$ cat src/rtl/hp_pkg.sv
package hp_pkg;
  localparam int REG_W = 16;

  // control bit positions
  localparam int C_BTN_EN  = 0;
  localparam int C_PDC_EN  = 3;
  localparam int C_CC_EN   = 4;
  localparam int C_IRQ_EN  = 5;
  localparam int C_LOCK    = 11;
  // status bit positions
  localparam int S_BTN     = 0;
  localparam int S_PDC     = 3;
  localparam int S_CC      = 4;
  localparam int S_PRESENT = 6;
  localparam int S_LOCK    = 7;

  localparam logic [REG_W-1:0] CTL_WMASK = 16'h0BF9;
  localparam logic [REG_W-1:0] CTL_KEEP  = 16'h03F9;
  localparam logic [REG_W-1:0] EV_MASK   = 16'h0019;
  localparam logic [REG_W-1:0] CTL_RESET = 16'h03C0;
  localparam logic [REG_W-1:0] STS_RCLR  = 16'h0099;

  typedef enum logic [1:0] {
    PLUG_COLD   = 2'd0,
    PLUG_INSERT = 2'd1,
    PLUG_REMOVE = 2'd2,
    PLUG_NONE   = 2'd3
  } plug_op_e;

  function automatic logic pend_cond(input logic [REG_W-1:0] ctl,
                                     input logic [REG_W-1:0] sts);
    return ctl[C_IRQ_EN] && ((sts & ctl & EV_MASK) != '0);
  endfunction

  function automatic logic [REG_W-1:0] ctl_apply(input logic [REG_W-1:0] ctl,
                                                 input logic [REG_W-1:0] wd);
    return ((ctl & ~CTL_WMASK) | (wd & CTL_WMASK)) & CTL_KEEP;
  endfunction
endpackage

$ cat src/rtl/hp_slot_regs.sv
module hp_slot_regs
  import hp_pkg::*;
(
  input  logic             clk,
  input  logic             rst_n,
  input  logic             wr_ctl,
  input  logic             wr_sts,
  input  logic [REG_W-1:0] wr_data,
  input  logic             button,
  input  logic             plug_req,
  input  logic [1:0]       plug_op,
  input  logic             port_reset,
  output logic [REG_W-1:0] ctl_q,
  output logic [REG_W-1:0] sts_q,
  output logic             busy,
  output logic             notify,
  output logic             cond_nx
);
  logic [REG_W-1:0] ctl_d, sts_d;
  logic             hot_op, plug_ok;

  assign hot_op  = (plug_op == PLUG_INSERT) || (plug_op == PLUG_REMOVE);
  assign busy    = plug_req && hot_op && sts_q[S_LOCK];
  assign plug_ok = plug_req && !busy;

  always_comb begin
    ctl_d  = ctl_q;
    sts_d  = sts_q;
    notify = 1'b0;
    if (wr_sts) sts_d = sts_d & ~(wr_data & EV_MASK);
    if (wr_ctl) begin
      ctl_d = ctl_apply(ctl_q, wr_data);
      if (wr_data[C_LOCK]) sts_d[S_LOCK] = ~sts_d[S_LOCK];
      sts_d[S_CC] = 1'b1;
      notify = 1'b1;
    end
    if (button) begin
      notify = notify | !sts_q[S_BTN];
      sts_d[S_BTN] = 1'b1;
    end
    if (plug_ok) begin
      case (plug_op)
        PLUG_COLD:   sts_d[S_PRESENT] = 1'b1;
        PLUG_INSERT: begin
          sts_d[S_PRESENT] = 1'b1;
          sts_d[S_PDC] = 1'b1;
          notify = notify | !sts_q[S_PDC];
        end
        PLUG_REMOVE: begin
          sts_d[S_PRESENT] = 1'b0;
          sts_d[S_PDC] = 1'b1;
          notify = notify | !sts_q[S_PDC];
        end
        default: ;
      endcase
    end
    if (port_reset) begin
      ctl_d  = CTL_RESET;
      sts_d  = sts_d & ~STS_RCLR;
      notify = 1'b0;
    end
  end

  assign cond_nx = pend_cond(ctl_d, sts_d);

  always_ff @(posedge clk) begin
    if (!rst_n) begin
      ctl_q <= CTL_RESET;
      sts_q <= '0;
    end else begin
      ctl_q <= ctl_d;
      sts_q <= sts_d;
    end
  end

  // a command marks command-done
  a_r1_cmd_done: assert property (@(posedge clk) disable iff (!rst_n)
    (wr_ctl && !port_reset) |=> sts_q[S_CC]);
  // interlock control flips interlock status
  a_r2_lock_flip: assert property (@(posedge clk) disable iff (!rst_n)
    (wr_ctl && wr_data[C_LOCK] && !port_reset) |=> (sts_q[S_LOCK] != $past(sts_q[S_LOCK])));
  // a cleared button bit stays clear unless pressed again
  a_r3_w1c_btn: assert property (@(posedge clk) disable iff (!rst_n)
    (wr_sts && wr_data[S_BTN] && !button) |=> !sts_q[S_BTN]);
  // a busy request leaves presence untouched
  a_r9_busy_keeps: assert property (@(posedge clk) disable iff (!rst_n)
    busy |=> $stable(sts_q[S_PRESENT]));
  // port reset defaults
  a_r10_reset_ctl: assert property (@(posedge clk) disable iff (!rst_n)
    port_reset |=> (ctl_q == CTL_RESET) && !sts_q[S_LOCK]);
endmodule

$ cat src/rtl/hp_irq_route.sv
module hp_irq_route #(
  parameter int VEC_W = 5
) (
  input  logic             clk,
  input  logic             rst_n,
  input  logic             notify,
  input  logic             reeval,
  input  logic             cond_nx,
  input  logic             msix_en,
  input  logic             msi_en,
  input  logic [VEC_W-1:0] vector,
  output logic             msg_valid,
  output logic             msg_msix,
  output logic [VEC_W-1:0] msg_vector,
  output logic             intx
);
  logic notif_q, changed, any_msg;

  assign any_msg = msix_en || msi_en;
  assign changed = notify && (cond_nx != notif_q);

  always_ff @(posedge clk) begin
    if (!rst_n) begin
      notif_q    <= 1'b0;
      msg_valid  <= 1'b0;
      msg_msix   <= 1'b0;
      msg_vector <= '0;
      intx       <= 1'b0;
    end else begin
      notif_q    <= cond_nx;
      msg_valid  <= changed && any_msg;
      msg_msix   <= msix_en;
      msg_vector <= vector;
      if (changed && !any_msg)                   intx <= cond_nx;
      else if (reeval && !any_msg && !cond_nx)   intx <= 1'b0;
    end
  end

  // a message only follows a change of the condition
  a_r5_msg_on_change: assert property (@(posedge clk) disable iff (!rst_n)
    msg_valid |-> (notif_q != $past(notif_q)));
  // with a message form enabled, INTx is left alone
  a_r6_intx_hold: assert property (@(posedge clk) disable iff (!rst_n)
    any_msg |=> $stable(intx));
  // re-evaluation with nothing pending drops INTx
  a_r7_intx_drop: assert property (@(posedge clk) disable iff (!rst_n)
    (reeval && !any_msg && !cond_nx) |=> !intx);
endmodule

$ cat src/rtl/hp_slot_ctrl.sv
module hp_slot_ctrl
  import hp_pkg::*;
#(
  parameter int VEC_W = 5
) (
  input  logic             clk,
  input  logic             rst_n,
  input  logic             wr_ctl_i,
  input  logic             wr_sts_i,
  input  logic [15:0]      wr_data_i,
  input  logic             rd_sel_i,
  output logic [15:0]      rd_data_o,
  input  logic             button_i,
  input  logic             plug_req_i,
  input  logic [1:0]       plug_op_i,
  output logic             plug_busy_o,
  input  logic             port_reset_i,
  input  logic             msix_en_i,
  input  logic             msi_en_i,
  input  logic [VEC_W-1:0] vector_i,
  output logic             msg_valid_o,
  output logic             msg_msix_o,
  output logic [VEC_W-1:0] msg_vector_o,
  output logic             intx_o
);
  logic [REG_W-1:0] ctl_q, sts_q;
  logic             notify, cond_nx;

  hp_slot_regs u_regs (
    .clk(clk), .rst_n(rst_n),
    .wr_ctl(wr_ctl_i), .wr_sts(wr_sts_i), .wr_data(wr_data_i),
    .button(button_i), .plug_req(plug_req_i), .plug_op(plug_op_i),
    .port_reset(port_reset_i),
    .ctl_q(ctl_q), .sts_q(sts_q), .busy(plug_busy_o),
    .notify(notify), .cond_nx(cond_nx)
  );

  hp_irq_route #(.VEC_W(VEC_W)) u_route (
    .clk(clk), .rst_n(rst_n),
    .notify(notify), .reeval(wr_sts_i || port_reset_i), .cond_nx(cond_nx),
    .msix_en(msix_en_i), .msi_en(msi_en_i), .vector(vector_i),
    .msg_valid(msg_valid_o), .msg_msix(msg_msix_o),
    .msg_vector(msg_vector_o), .intx(intx_o)
  );

  assign rd_data_o = rd_sel_i ? sts_q : ctl_q;
endmodule

$ cat config.mk
export PLATFORM = sky130hd
export DESIGN_NAME = hp_slot_ctrl
export DESIGN_NICKNAME = d
export VERILOG_FILES = /design/src/rtl/hp_pkg.sv /design/src/rtl/hp_slot_regs.sv /design/src/rtl/hp_irq_route.sv /design/src/rtl/hp_slot_ctrl.sv
export SDC_FILE = /design/constraint.sdc
export NUM_CORES = 1
export LEC_CHECK = 0
export ABC_AREA = 1
export BUFFER_PORTS_ARGS = -buffer_cell sky130_fd_sc_hd__buf_2
export CORE_ASPECT_RATIO = 1.25
export CORE_MARGIN = 3
export CORE_UTILIZATION = 50
export CTS_CLUSTER_SIZE = 16
export DETAILED_ROUTE_END_ITERATION = 10
export PLACE_DENSITY = 0.84
export SLEW_MARGIN = 20
export SYNTH_ARGS = -nofsm -noshare
export SYNTH_HDL_FRONTEND = slang
export SYNTH_HIERARCHICAL = 1
export SYNTH_SLANG_ARGS = --single-unit
$ cat constraint.sdc
create_clock -name clk -period 3.81 [get_ports clk]
set_input_delay 0.1905 -clock clk [delete_from_list [all_inputs] [get_ports clk]]
set_output_delay 0.1905 -clock clk [all_outputs]
set_load 0.005 [all_outputs]
==> summary.txt, run 1 <==
Outcome
  – Status: complete, no violations

Pwr
  – Clk pwr share: 23.3%
  – Pint: ~0.31 mW
  – PwrDens: 294.3 nW/µm²
  – Net Switching: 0.1226 mW
  – Sequential power share: 56.1%
  – Pwr Total: 0.4360 mW
  – Static leakage: just over 0.9 nW
  – Gate power share: 20.6%
  – Sw Ratio: between 20% and 30%
  – Worst vdd ir: 0.2231 mV

Floorplan
  – Boundary pin count: 58
  – Die X: 52.31 µm
  – DIE HEIGHT: approximately 64 µm
  – Row cnt: 20
  – Initial core utilization: 53.55%
  – Die area: 3341 µm²
  – Core ar.: 2502 µm²

Timing
  – Final setup margin: 2.370 ns
  – Final hold violation count: 0
  – Setup violations, final: 0
  – Tmin final: between 1 and 1.5 ns
  – RSZ-0062 raised after global routing: false
  – Max Clock Freq: 694.6 MHz
  – Slew Viols, Final: 0
  – Worst hold slack: 0.06769 ns
  – Crit share post-route: around 38%
  – TNS Setup: 0 ns
  – Worst Skew: 0.008697 ns

Cells and area
  – Finished Cell Area: 1481 µm²
  – Finished Layout Cells: 275
  – Layout cell share with drive strength beyond 1: 26.03%
  – Core Util, Final: around 60%
  – Register Area: 440.4 µm²
  – ANT cells: 0
  – Final nets: around 280
  – Most frequent cells in the layout: nand2_1, buf_2, dfxtp_1
  – Footprint of the multi-input gates: ~670 µm²
  – Synthesis-to-layout area growth: 10.55%
  – Commonest non-fill, non-tap cell in the layout: nand2_1
  – Fillers: 253

Worst setup path
  – Worst setup SP type: flop
  – Crit-path cells: inv_1 -> nand3_1 -> nand2_1 -> nand2_2 -> nand3_2 -> nand2_1 -> inv_1 -> a21oi_1 -> nand2_1 -> a21oi_1 -> nor2_1
  – Crit-path slowest cell: dfxtp_1
  – Crit Path Class: flop to flop
  – CP Buf/Inv Count: 2
  – WP data required: ~4 ns
  – Most common cell on crit path: nand2_1
  – Crit-path max cell delay: about 0.37 ns
  – Worst-path fanout max: 4
  – FF-to-FF Start: u_regs/sts_q[7]$_SDFFE_PP0P_
  – CP top delay family: simple AND/OR/NAND/NOR gates
  – R2r endpoint: u_route/intx$_SDFFE_PN0P_
  – Reg2Reg Depth: 11
  – CP endpoint kind: flop
  – R2R setup slack: ~2.4 ns
  – Arrival time worst endpoint: 1.65 ns

Clocking
  – Inserted Clock Buffers: 3
  – Clock sink count: 22
  – Root buf cell: clkbuf_4
  – Post-CTS sizing: 0
  – Post-CTS setup buffers: 0
  – CTS tree: built
  – Latest clock arrival within the worst-skew pair: 0.30 ns
  – H-tree level count: 1
  – Worst-path clk slew: 0.12 ns
  – Clock buffer depth: 2
  – Hold-fix buffers, CTS: 0

Drt
  – Avg Vias per Cell: 4.356
  – Drt drc: 0
  – First-pass detailed-route iteration total: 4
  – Final ANT Viol Nets: 0
  – Iteration-0 DRC Markers: 23
  – WL final: 2469 µm
  – WL/cell: about 9 µm
  – DR vias: 1198

Logic synthesis
  – Count of warnings emitted by yosys: 6
  – EDFF count, synth: 0
  – Cells after synthesis: slightly above 200
  – Seq/Total Area, Yosys: between 30% and 40%
  – Avg Cell Area, Syn: 6.601 µm²
  – Yosys cell types: 24
  – Dominant synthesized flop cell: dfxtp_1
  – FFs w/ async S/R, synth: 0%
  – Post-synth design cell area: 1340 µm²
  – Seq cells post-synth: 22

GRT
  – Pin count of the biggest net entering global routing: 18
  – All-Layer GR Usage: 16.10%
  – Gr ovfl total: 0
  – Initial antenna violation count: 0
  – Wire length of the first global-routing pass: 4243 µm
  – Vias in the first global route: 1086

Placement
  – Placed inst area: 1459 µm²
  – DP Cell Count: 272
  – Placer Congestion: approximately 0.74
  – Pre-CTS WS: 2.152 ns
  – Post-DP HPWL: between 1500 and 2000 µm
  – Port bufs: 42

Min path
  – Worst Hold Path EP: u_route/msg_vector[3]$_SDFF_PN0_
  – HP Class: input port to flop
  – Worst hold start: vector_i[3]
  – WHS Path Cells: 3

Job
  – Max-capacitance violation count: 0
[power by group through the flow]
stage / Clock (mW) / Combinational [mW] / Sequential (mW)
6_report: 0.102 / 0.0897 / 0.245
5_1_grt: 0.117 / 0.105 / 0.246
4_1_cts: 0.106 / 0.0898 / 0.245
3_5_place_dp: 0 / 0.0893 / 0.250
3_3_place_gp: 0 / 0.0875 / 0.250
2_1_floorplan: 0 / 0.0761 / 0.250
[cells by family (layout without fill, tap and decap cells)]
| logic type | count (synthesis) | in the layout | synth area share, % |
|---|---|---|---|
| flops | 22 | 22 | 32.87 |
| compound gates | 10 | 10 | 3.734 |
| buf+inv | 48 | 69 | 22.04 |
| simple gates | 120 | 120 | 39.22 |
| fa+ha+maj | 2 | 2 | 1.867 |
| other cells | 1 | 19 | 0.2798 |
[how the worst max path moves through the flow]
stage / start / to / slack (ns) / cells past startpoint
after floorplan: plug_op_i[0] / u_route/intx$_SDFFE_PN0P_ / 2.37 / 14
after global placement: plug_op_i[0] / u_route/intx$_SDFFE_PN0P_ / 2.17 / 14
after detailed placement: plug_op_i[0] / u_route/intx$_SDFFE_PN0P_ / 2.15 / 14
after CTS: u_regs/sts_q[7]$_SDFFE_PP0P_ / u_route/intx$_SDFFE_PN0P_ / 2.38 / 11
after global routing: u_regs/sts_q[7]$_SDFFE_PP0P_ / u_route/intx$_SDFFE_PN0P_ / 2.11 / 11
final: u_regs/sts_q[7]$_SDFFE_PP0P_ / u_route/intx$_SDFFE_PN0P_ / 2.37 / 11
[Yosys cell counts (2+ instances only)]
master   number  share of area, %
a21oi_1       8               3.0
buf_4        19                11
buf_6         3               2.5
dfxtp_1      22                33
ha_1          2               1.9
inv_1        21               5.9
inv_2         2              0.56
nand2_1      78                22
nand2_2       6               2.8
nand3_1       7               2.6
nand3_2       3               2.2
nor2_1       12               3.4
nor2_2        5               2.3
nor3_1        3               1.1
or2_1         3               1.4
[sequential cells by signal, indices dropped and copies added (netlist names)]
name                cells
u_route/msg_valid       1
u_route/intx            1
u_route/msg_msix        1
u_regs/sts_q            5
u_regs/ctl_q            8
u_route/msg_vector      5
u_route/notif_q         1
[layout make-up]
| cell class | count | share of cell area, % |
|---|---|---|
| clock buffer | 3 | 1.520 |
| inverter | 24 | 6.419 |
| sequential | 22 | 29.73 |
| timing repair buffer | 42 | 14.19 |
| multi-input combinational | 151 | 45.35 |
| tap | 33 | 2.787 |
[worst reg2reg max path, stage by stage (launching register included)]
cell and delay, ns:
dfxtp_1 0.37, inv_1 0.08, nand3_1 0.12, nand2_1 0.08
nand2_2 0.08, nand3_2 0.05, nand2_1 0.05, inv_1 0.06
a21oi_1 0.18, nand2_1 0.09, a21oi_1 0.13, nor2_1 0.06
[per-layer routing]
| layer | vias up | track usage (%) | wire length (µm) | share of wire, % |
|---|---|---|---|---|
| li1 | 655 | - | - | - |
| met1 | 501 | 18.81 | 1100 | 45 |
| met2 | 38 | 27.80 | 1151 | 47 |
| met3 | 4 | 2.331 | 187 | 7.6 |
| met4 | 0 | 7.668 | 30 | 1.2 |
| met5 | - | 0 | 0 | 0 |
Power figures use the tool's default switching activity.
==> run 2: changes to the inputs <==
--- a/config.mk
+++ b/config.mk
@@ -5,14 +5,14 @@
 export SDC_FILE = /design/constraint.sdc
 export NUM_CORES = 1
 export LEC_CHECK = 0
-export ABC_AREA = 1
+export ABC_AREA = 0
 export BUFFER_PORTS_ARGS = -buffer_cell sky130_fd_sc_hd__buf_2
 export CORE_ASPECT_RATIO = 1.25
 export CORE_MARGIN = 3
-export CORE_UTILIZATION = 50
+export CORE_UTILIZATION = 42
 export CTS_CLUSTER_SIZE = 16
 export DETAILED_ROUTE_END_ITERATION = 10
-export PLACE_DENSITY = 0.84
+export PLACE_DENSITY = 0.76
 export SLEW_MARGIN = 20
 export SYNTH_ARGS = -nofsm -noshare
 export SYNTH_HDL_FRONTEND = slang
==> constraint.sdc (replaced) <==
create_clock -name clk -period 1.18 [get_ports clk]
set_input_delay 0.059 -clock clk [delete_from_list [all_inputs] [get_ports clk]]
set_output_delay 0.059 -clock clk [all_outputs]
set_load 0.005 [all_outputs]
==> summary.txt, run 2 <==
Logic synthesis
  – Share of the synthesized area in the top cell type: 34.61% (+1.7 points)
  – FFs w/ async S/R, synth: 0% (unchanged)
  – Post-synth design cell area: 1272 µm² (-5.0%)
  – Avg Cell Area, Syn: 10.10 µm² (+53%)
  – Seq/Total Area, Yosys: 34.61% (+1.7 points)
  – Count of warnings emitted by yosys: 6 (unchanged)
  – Dominant synthesized flop cell: dfxtp_1
  – EDFF count, synth: 0 (unchanged)
  – Seq cells post-synth: 22 (unchanged)
  – Cells after synthesis: 126 (-38%)
  – Dominant cells by area after synthesis: dfxtp_1, mux2_4, buf_4
  – Top-count cell post-synth: dfxtp_1
  – Largest area contributor in the netlist: dfxtp_1
  – Yosys cell types: 35 (+46%)
  – Synth top cells by count: dfxtp_1, buf_4, nor2_1, mux2_4

Outcome
  – Failing checks: negative setup slack
  – Status: finished, violations left

Cells and area
  – Finished Cell Area: 1730 µm² (+17%)
  – Most frequent cells in the layout: buf_2, dfxtp_1, conb_1
  – Register with the most flip-flops: u_regs/ctl_q
  – ANT cells: 0 (unchanged)
  – Commonest non-fill, non-tap cell in the layout: buf_2
  – Flip-flop count of the largest register after layout: 8 (unchanged)
  – Synthesis-to-layout area growth: 35.99%
  – Final nets: 230 (-18%)
  – Largest regs: u_regs/ctl_q x8, u_regs/sts_q x5, u_route/msg_vector x5
  – Layout cell share with drive strength beyond 1: 47.42% (+21 points)
  – Fillers: 238 (-5.9%)
  – Core Util, Final: 62.13% (+2.9 points)

Worst setup path
  – Worst setup SP type: flop
  – CP endpoint kind: flop
  – Arrival time worst endpoint: 1.71 ns (+0.06 ns)
  – Crit Path Class: flop to flop
  – WP data required: 1.38 ns (-2.64 ns)
  – Worst-path fanout max: 3 (-1)

Floorplan
  – Row cnt: 21 (+5.0%)
  – Die area: 3730 µm² (+12%)
  – Die X: 55.23 µm (+5.6%)
  – Initial core utilization: 45.69% (-7.9 points)
  – Boundary pin count: 58 (unchanged)
  – Core ar.: 2785 µm² (+11%)
  – DIE HEIGHT: 67.54 µm (+5.7%)

Timing
  – Slew Viols, Final: 0 (unchanged)
  – Worst hold slack: 0.03339 ns (-0.03430 ns)
  – Setup violations, final: 6 (+6)
  – Final setup margin: -0.3394 ns (-2.710 ns)
  – Max Clock Freq: 658.2 MHz (-5.2%)
  – Worst Skew: 0.002346 ns (-0.006351 ns)
  – Final hold violation count: 0 (unchanged)
  – Crit share post-route: 128.8% (+91 points)
  – Tmin final: 1.519 ns (+0.07968 ns)
  – RSZ-0062 raised after global routing: true

Drt
  – Drt drc: 0 (unchanged)
  – Avg Vias per Cell: 4.561 (+4.7%)
  – First-pass detailed-route iteration total: 4 (unchanged)
  – WL final: 2894 µm (+17%)
  – Final ANT Viol Nets: 0 (unchanged)
  – WL/cell: 12.69 µm (+41%)
  – DR vias: 1040 (-13%)
  – Iteration-0 DRC Markers: 25 (+8.7%)

Min path
  – HP Class: input port to flop

Clocking
  – Worst-path clk slew: 0.12 ns (about the same)
  – Clock buffer depth: 2 (unchanged)
  – Clock sink count: 22 (unchanged)
  – CTS tree: built
  – Latest clock arrival within the worst-skew pair: 0.30 ns (about the same)
  – Root buf cell: clkbuf_4
  – Inserted Clock Buffers: 3 (unchanged)
  – H-tree level count: 1 (unchanged)

Placement
  – Placed inst area: 1515 µm² (+3.9%)
  – Port bufs: 42 (unchanged)
  – Post-DP HPWL: 2125 µm (+9.8%)
  – Placer Congestion: 0.8314 (+12%)
  – Pre-CTS WS: -0.4426 ns (-2.594 ns)

GRT
  – All-Layer GR Usage: 15.93% (-0.16 points)
  – Gr ovfl total: 0 (unchanged)
  – Vias in the first global route: 1064 (-2.0%)
  – Pin count of the biggest net entering global routing: 14 (-4)
  – Wire length of the first global-routing pass: 4740 µm (+12%)
  – Initial antenna violation count: 0 (unchanged)

Pwr
  – PwrDens: 899.4 nW/µm² (+210%)
  – Worst vdd ir: 0.4979 mV (+120%)
  – Pwr Total: 1.556 mW (+260%)
  – Static leakage: 0.8808 nW (-4.6%)

Job
  – Max-capacitance violation count: 0 (unchanged)
==> run 2: kinds of logic after synthesis <==
kind of cell	synth area share (%)
other	0.2947
xor gates and xnor gates	1.377
DFF	34.61
AOI/OAI and AO/OA	8.161
muxes	22.81
adders and majority gates	1.966
and+or+nand+nor	15.04
buffers and inverters	15.73
==> run 2: area by class of cell <==
cell class | instances | area (µm²) | share of cell area [%]
inverter | 5 | 18.77 | 1.085
timing repair buffer | 68 | 446.7 | 25.81
sequential | 22 | 442.9 | 25.60
tap | 34 | 42.54 | 2.458
multi-input combinational | 95 | 743.2 | 42.95
clock buffer | 4 | 36.28 | 2.097
==> run 2: through the flow <==
| stage | TNS, ns | instances |
|---|---|---|
| floorplan | -0.3801 | 144 |
| global placement | -0.9127 | 210 |
| detailed placement | -1.093 | 210 |
| CTS | -1.143 | 227 |
| global route | -1.562 | 228 |
| finish | -1.173 | 228 |
==> run 2: routing by layer <==
| layer | up-vias | global-route usage (%) | part of all wire [%] |
|---|---|---|---|
| met5 | - | 0 | 0 |
| met4 | 0 | 4.559 | 0 |
| met3 | 0 | 2.294 | 5.1 |
| met2 | 38 | 29.14 | 54 |
| met1 | 473 | 19.51 | 41 |
| li1 | 529 | - | - |
==> run 2: what timing repair did <==
item,in CTS,in global routing
resized for setup,9,3
endpoints found under the hold margin,10,0
setup endpoints to repair,5,6
hold buffers,10,0
pin swaps,2,0
buffers inserted,3,1
==> run 2: worst max-delay path, cell delays in order (launching register included) <==
cell	delay (ns)
dfxtp_2	0.36
a21boi_4	0.18
o211ai_1	0.12
a311oi_2	0.39
xor2_1	0.14
a31oi_1	0.18
nor2_1	0.05
==> run 2: where the power goes <==
group	total (mW)	switching, mW	leakage [nW]	internal [mW]
Combinational	0.367	0.155	0.678	0.213
Sequential	0.785	0.0126	0.181	0.772
Clock	0.404	0.216	0.0210	0.188
==> run 2: path summary, 6_finish.rpt <==
check | startpoint | to | slack, ns | depth (start not counted)
hold / removal | button_i | u_regs/sts_q[0]$_SDFF_PN0_ | 0.03 | 3
setup / recovery | u_regs/sts_q[3]$_SDFF_PN0_ | u_route/intx$_SDFFE_PN0P_ | -0.34 | 6
hold reg to reg | u_regs/ctl_q[9]$_SDFFE_PP1P_ | u_regs/ctl_q[9]$_SDFFE_PP1P_ | 0.49 | 2
setup reg to reg | u_regs/sts_q[3]$_SDFF_PN0_ | u_route/intx$_SDFFE_PN0P_ | -0.34 | 6
